[config.mk]
export PLATFORM = sky130hd
export DESIGN_NAME = bldc_gate_mux
export DESIGN_NICKNAME = d
export VERILOG_FILES = /design/src/rtl/bldc_pkg.sv /design/src/rtl/bldc_hall_sync.sv /design/src/rtl/bldc_mode_track.sv /design/src/rtl/bldc_gate_eq.sv /design/src/rtl/bldc_gate_mux.sv
export SDC_FILE = /design/constraint.sdc
export NUM_CORES = 1
export LEC_CHECK = 0
export BUFFER_PORTS_ARGS = -buffer_cell sky130_fd_sc_hd__buf_2
export CAP_MARGIN = 10
export CORE_MARGIN = 5
export CORE_UTILIZATION = 55
export DETAILED_ROUTE_END_ITERATION = 10
export GPL_TIMING_DRIVEN = 0
export PLACE_DENSITY_LB_ADDON = 0.25
export SLEW_MARGIN = 20
export SYNTH_ARGS = -nofsm -noshare
export SYNTH_HDL_FRONTEND = slang
export SYNTH_SLANG_ARGS = --single-unit
[constraint.sdc]
create_clock -name clk -period 2.47 [get_ports clk]
set_input_delay 0.494 -clock clk [delete_from_list [all_inputs] [get_ports clk]]
set_output_delay 0.494 -clock clk [all_outputs]
set_load 0.02 [all_outputs]
[src/rtl/bldc_pkg.sv]
package bldc_pkg;
  localparam int HALL_W = 3;
  localparam int NUM_SW = 6;

  typedef logic [HALL_W-1:0] hall_t;
  typedef logic [NUM_SW-1:0] gate_t;

  // Hall bit pair used by the steady term of switch k (pattern repeats every 3)
  function automatic int pair_hi(input int k);
    return (k % 3 == 1) ? 1 : 2;
  endfunction

  function automatic int pair_lo(input int k);
    return (k % 3 == 2) ? 1 : 0;
  endfunction

  // even-indexed switches use true Hall terms, odd ones inverted terms
  function automatic bit pair_pos(input int k);
    return (k % 2) == 0;
  endfunction
endpackage

[src/rtl/bldc_hall_sync.sv]
module bldc_hall_sync #(
  parameter int STAGES = 2,
  parameter int WIDTH  = 3
) (
  input  logic             clk,
  input  logic             rst,
  input  logic [WIDTH-1:0] async_i,
  output logic [WIDTH-1:0] sync_o
);
  logic [WIDTH-1:0] chain [STAGES];

  always_ff @(posedge clk) begin
    if (rst) begin
      for (int i = 0; i < STAGES; i++) chain[i] <= '0;
    end else begin
      chain[0] <= async_i;
      for (int i = 1; i < STAGES; i++) chain[i] <= chain[i-1];
    end
  end

  assign sync_o = chain[STAGES-1];
endmodule

[src/rtl/bldc_mode_track.sv]
module bldc_mode_track
  import bldc_pkg::*;
(
  input  logic  clk,
  input  logic  rst,
  input  hall_t hall_s,
  input  logic  mode_req,
  output logic  mode_sel,
  output logic  illegal
);
  hall_t hall_prev;
  logic  mode_q;
  logic  hall_edge;

  assign hall_edge = (hall_s != hall_prev);
  assign mode_sel  = hall_edge ? mode_req : mode_q;
  assign illegal   = (hall_s == '0) || (hall_s == '1);

  always_ff @(posedge clk) begin
    if (rst) begin
      hall_prev <= '0;
      mode_q    <= 1'b0;
    end else begin
      hall_prev <= hall_s;
      mode_q    <= mode_sel;
    end
  end
endmodule

[src/rtl/bldc_gate_eq.sv]
module bldc_gate_eq
  import bldc_pkg::*;
(
  input  hall_t hall_s,
  input  logic  gen_mode,
  input  logic  pwm,
  output gate_t gate_c
);
  hall_t h;
  gate_t steady;

  // regenerating set = motoring set on complemented Hall lines
  assign h = gen_mode ? ~hall_s : hall_s;

  for (genvar k = 0; k < NUM_SW; k++) begin : g_sw
    localparam int HI = pair_hi(k);
    localparam int LO = pair_lo(k);
    localparam int NX = (k + 1) % NUM_SW;
    if (pair_pos(k)) begin : g_pos
      assign steady[k] = h[HI] & h[LO];
    end else begin : g_neg
      assign steady[k] = ~h[HI] & ~h[LO];
    end
    // conduction window is this switch's sector and its successor's;
    // inside it the PWM-or-steady equation applies
    assign gate_c[k] = steady[k] | (pwm & steady[NX]);
  end
endmodule

[src/rtl/bldc_gate_mux.sv]
module bldc_gate_mux
  import bldc_pkg::*;
#(
  parameter int SYNC_STAGES = 2
) (
  input  logic       clk,
  input  logic       rst,
  input  logic       pwm_i,
  input  logic [2:0] hall_i,
  input  logic       gen_mode_i,
  input  logic       block_i,
  output logic [5:0] gate_o,
  output logic       fault_o
);
  hall_t hall_s;
  logic  mode_sel;
  logic  illegal;
  gate_t gate_c;

  bldc_hall_sync #(.STAGES(SYNC_STAGES), .WIDTH(HALL_W)) u_sync (
    .clk     (clk),
    .rst     (rst),
    .async_i (hall_i),
    .sync_o  (hall_s)
  );

  bldc_mode_track u_mode (
    .clk      (clk),
    .rst      (rst),
    .hall_s   (hall_s),
    .mode_req (gen_mode_i),
    .mode_sel (mode_sel),
    .illegal  (illegal)
  );

  bldc_gate_eq u_eq (
    .hall_s   (hall_s),
    .gen_mode (mode_sel),
    .pwm      (pwm_i),
    .gate_c   (gate_c)
  );

  always_ff @(posedge clk) begin
    if (rst) begin
      gate_o  <= '0;
      fault_o <= 1'b0;
    end else begin
      gate_o  <= (block_i || illegal) ? '0 : gate_c;
      fault_o <= illegal;
    end
  end
endmodule

# [Word-level counts from Yosys, hierarchy flattened]
# Memories as Yosys holds them, arrays and structs flattened.
# Index checks and enable logic that the tools add are counted.
[totals] register_bits=11 latch_bits=0 ram_bits=6 romBits=0 in_bits=8 output_inout_bits=7 wordCells=42 n_memories=1
[op_classes] add_sub_neg=0 n_mul=0 div_mod_pow=0 magnitude_cmp=0 eq_ne=2 n_shift=0 n_mux=7 bitwise=24 reduce_logical=4
[memory_table] memory="u_sync.chain" words=2 width=3 rd=2 rd_ports_with_merged_regs=0 wr=2 line_no="bldc_hall_sync.sv:10" source="logic [WIDTH-1:0] chain [STAGES];"
[op_table] operator="$and A1 B1 Y1" count=12
[op_table] operator="$mux W3" count=3
[op_table] operator="$or A1 B1 Y1" count=8
[op_table] operator="$mux W1" count=4
[op_table] operator="$eq A3 B3 Y1 const B" count=1
[op_table] operator="$logic_not A3 Y1" count=1
[op_table] operator="$ne A3 B3 Y1" count=1
[op_table] operator="$not A1 Y1" count=3
[op_table] operator="$not A3 Y3" count=1
[op_table] operator="$logic_or A1 B1 Y1" count=2
[op_table] operator="$reduce_or A2 Y1" count=1

# [Depth between registers and ports, before layout]
[depth] depth_word=7 depth_mapped=7 depth_no_buf=5

# [By module]
# A second synthesis with hierarchy kept.
[unflattened] hier_cells=76 hier_area_um2=752.0
[by_module_without_submodules] module="bldc_gate_mux" instances=1 cells_per_inst=14 area_each_um2=198.9
[by_module_without_submodules] module="bldc_gate_eq" instances=1 cells_per_inst=29 area_each_um2=188.9
[by_module_without_submodules] module="bldc_mode_track" instances=1 cells_per_inst=18 area_each_um2=183.9
[by_module_without_submodules] module="bldc_hall_sync" instances=1 cells_per_inst=15 area_each_um2=180.2

# [Worst setup path after synthesis]
# Ideal clock, no wire load.
[synth_path] path_type="register -> register" start="memory u_sync.chain[1][0] (netlist: u_sync.chain[0][3])" end="register gate_o[2]" setup_time_ps=70 arrival_time_ps=1563 required_ps=2400 setup_slack_ps=837 path_stages_with_launch=8 synth_period_minus_slack_ps=1633 cell_sequence="dfxtp_1 > buf_6 > xor2_2 > nor3_2 > mux2_4 > buf_6 > o31ai_2 > o2bb2ai_1"
[synth_rtl] element="from (decl)" line_no="bldc_hall_sync.sv:10"
[synth_rtl] element="to (signal assigned)" line_no="bldc_gate_mux.sv:48" source="gate_o <= (block_i || illegal) ? '0 : gate_c;"
[synth_rtl] element="to (decl)" line_no="bldc_gate_mux.sv:12" source="output logic [5:0] gate_o,"

==> impl_results.md <==
- Status: completed
- Worst slew pin tran: 401 ps
- Syn avg cell area: 9.87 um2
- Largest stage delay, worst path: 320 ps
- Skew-Pair Late Insertion Delay: 290 ps
- Commonest cells post-synth: 17 x dfxtp_1, 9 x mux2i_1, 9 x nor2_1, 7 x nor2b_1, 4 x a21oi_1
- Die area: 2290 um2
- Core ar.: 1330 um2
- PortBufs: 14
- Register area share after synthesis: 43.1%
- Post-DR wirelength/cell: 13.2 um
- Asr flop ratio synth: 0%
- Fin. max-slew vios: 0
- Number of iterations in the first detailed-routing pass: 4
- Ys Warns: 0
- Global route hottest layer: met2
- First-pass GRT wire length: 2.45 mm
- Setup WS pre-CTS: 735 ps
- Drt drc: 0
- Max Cap Violations: 0
- Met3 usage: 7.89%
- Clock Root Buffer: clkbuf_4
- Slew margin rel.: 73.3%
- Critical path class: flop to flop
- Yosys top cell area share: 43.1%
- Boundary pin count: 15
- Hold_buf cts: 0
- CP cell instances: buf_4 > xor2_2 > nor3_2 > mux2_4 > buf_6 > o31ai_2 > o2bb2ai_1
- R2r setup slk: 730 ps
- Worst EP arrival: 1960 ps
- Final worst slack: 734 ps
- Pwr dens: 593 nW/um2
- Final Skew: 3.02 ps
- Fill count: 112
- Met1 Track Usage GR: 15.6%
- Vias in the first global route: 584
- Post-DP HPWL: 1.13 mm
- Cell area after layout: 906 um2
- # rows: 13
- Static leakage: 0.411 nW
- CTS Buf Count: 3
- R2R depth: 7
- GR Overflow Total: 0
- Primary FF master, synth: dfxtp_1
- Postcts setup bufs: 0
- Post-Route WL: 1.49 mm
- Largest net degree at the start of global routing: 11
- NumNets Final: 107
- Syn Nets: 88
- Reg2reg start: u_sync.chain[0][5]
- Unrepaired setup endpoints after global routing: no
- Initial core utilization: 59.2%
- Endpoints failing setup: 0
- Yosys top cell by area: dfxtp_1
- # resized after CTS: 0
- Die Wd: 47.9 um
- Final-report hold violation count: 0
- CP Max Fanout: 10
- Slowest CP cell: mux2_4
- Clock sink count: 17
- Peak supply drop: 0.561 mV
- Mapped Area: 790 um2
- Fmax: 576 MHz
- Hold Path Depth: 2
- R2r endpoint: gate_o[2]
- Crit path from: u_sync.chain[0][5]
- CTS max path bufs: 2
- Mapped Cells: 80
- Worst hold path class: input port to flop
- Min Tclk post-route: 1740 ps
- CTS H-tree lvls: 1
- Chip height: 47.9 um
- CP required: 2700 ps
- CTS tree: built
- Synth Register Bits: 17
- Via density: 5.43
- Initial antenna violation count: 0
- Type of origin of the critical path: flop
- Post-synth EDFFs: 0
- Hold Crit Endpoint: u_mode.mode_q
- Via count: 614
- FF/Latch Area: 340 um2
- Final ANT Viol Nets: 0
- Tcrit/Tclk final: 70.3%
- Netlist cell types: 28
- Gpl congestion: 0.766
- Critical Path Sink Type: flop
- Initial drt markers: 7
- Area of the multi-input gates: 399 um2
- Hold Path Origin: rst
- Top-count cell post-synth: dfxtp_1
- Placed cell area: 878 um2
- Area grow syn2layout: 14.7%
- Final TNS setup: 0 ps
- Fraction of final layout cells sized beyond drive strength 1: 28.6%
- GR Util met2: 28.8%
- ANT cells: 0
- Total track usage: 15.8%
- Reg clk slew, reported paths: 100 ps
- Area contributors post-synth: dfxtp_1 43%, mux2i_1 11%, nor2b_1 5.5%, nor2_1 4.3%, xor2_2 4.1%
[layout by cell type, fill, tap and decap left out, types with 2 or more instances in the layout]
master and count:
a21oi_1 4, and2_1 3, and3_1 2, buf_2 15, buf_6 2, clkbuf_4 3, dfxtp_1 17, inv_1 3
mux2i_1 9, nand2_1 3, nor2_1 9, nor2b_1 7, o2111ai_1 2, o21ai_0 2, xor2_2 2
[worst max path at each step]
stage,cells after the start,to,slack [ps]
3_5_place_dp,7,gate_o[2],740
5_1_grt,7,gate_o[2],650
6_report,7,gate_o[2],730
4_1_cts,7,gate_o[2],720
3_3_place_gp,7,gate_o[2],770
2_1_floorplan,7,gate_o[2],840
[cell type report]
type	count	share of cell area [%]
multi-input cells	55	44.1
flip-flops and latches	17	37.6
repair buffers	14	7.73
plain buffers	5	4.28
clock buffers	3	2.49
well taps	15	2.07
inverters	3	1.24
clock inverters	1	0.552
[metrics by stage]
step | utilization (%) | total power [mW] | hold slack [ps] | std cells
floorplan | - | 0.374 | 414 | 80
global placement | 65.9 | 0.394 | 420 | 109
detailed placement | 65.9 | 0.399 | 431 | 109
CTS | 67.9 | 0.544 | 379 | 113
global route | 67.9 | 0.566 | 380 | 113
finish | 67.9 | 0.537 | 387 | 113
[metal layers]
layer | up-vias | routed length [um]
li1 | 306 | -
met3 | 2 | 133
met1 | 282 | 606
met4 | 0 | 10
met5 | - | 0
met2 | 24 | 737
[sequential cells by signal, indices dropped and copies added (netlist names)]
name,count
fault_o,1
u_mode.mode_q,1
u_mode.hall_prev,3
gate_o,6
u_sync.chain,6
[critical path, delay by kind of cell, from the launching register on]
family | cells | cell delay, ps
buffers and inverters | 2 | 310
AO/OA/AOI/OAI | 2 | 340
XOR/XNOR | 1 | 190
AND/OR/NAND/NOR | 1 | 200
multiplexers | 1 | 320
flip-flops | 1 | 310
[report_power, final]
part           leakage (nW)  total (mW)  internal [mW]  switching [mW]
Sequential            0.139       0.290          0.286         0.00425
Clock                0.0177       0.145         0.0602          0.0848
Combinational         0.254       0.102         0.0476          0.0544
[cells by family (layout without fill, tap and decap cells)]
kind of cell / count (synthesis) / in the layout / synth area share [%]
AND/OR/NAND/NOR: 27 / 27 / 18.1
flip-flops: 17 / 17 / 43.1
AO/OA/AOI/OAI: 14 / 14 / 12.5
multiplexers: 11 / 11 / 14.7
buffers and inverters: 8 / 26 / 6.34
XOR/XNOR: 3 / 3 / 5.23
Power figures use the tool's default switching activity.
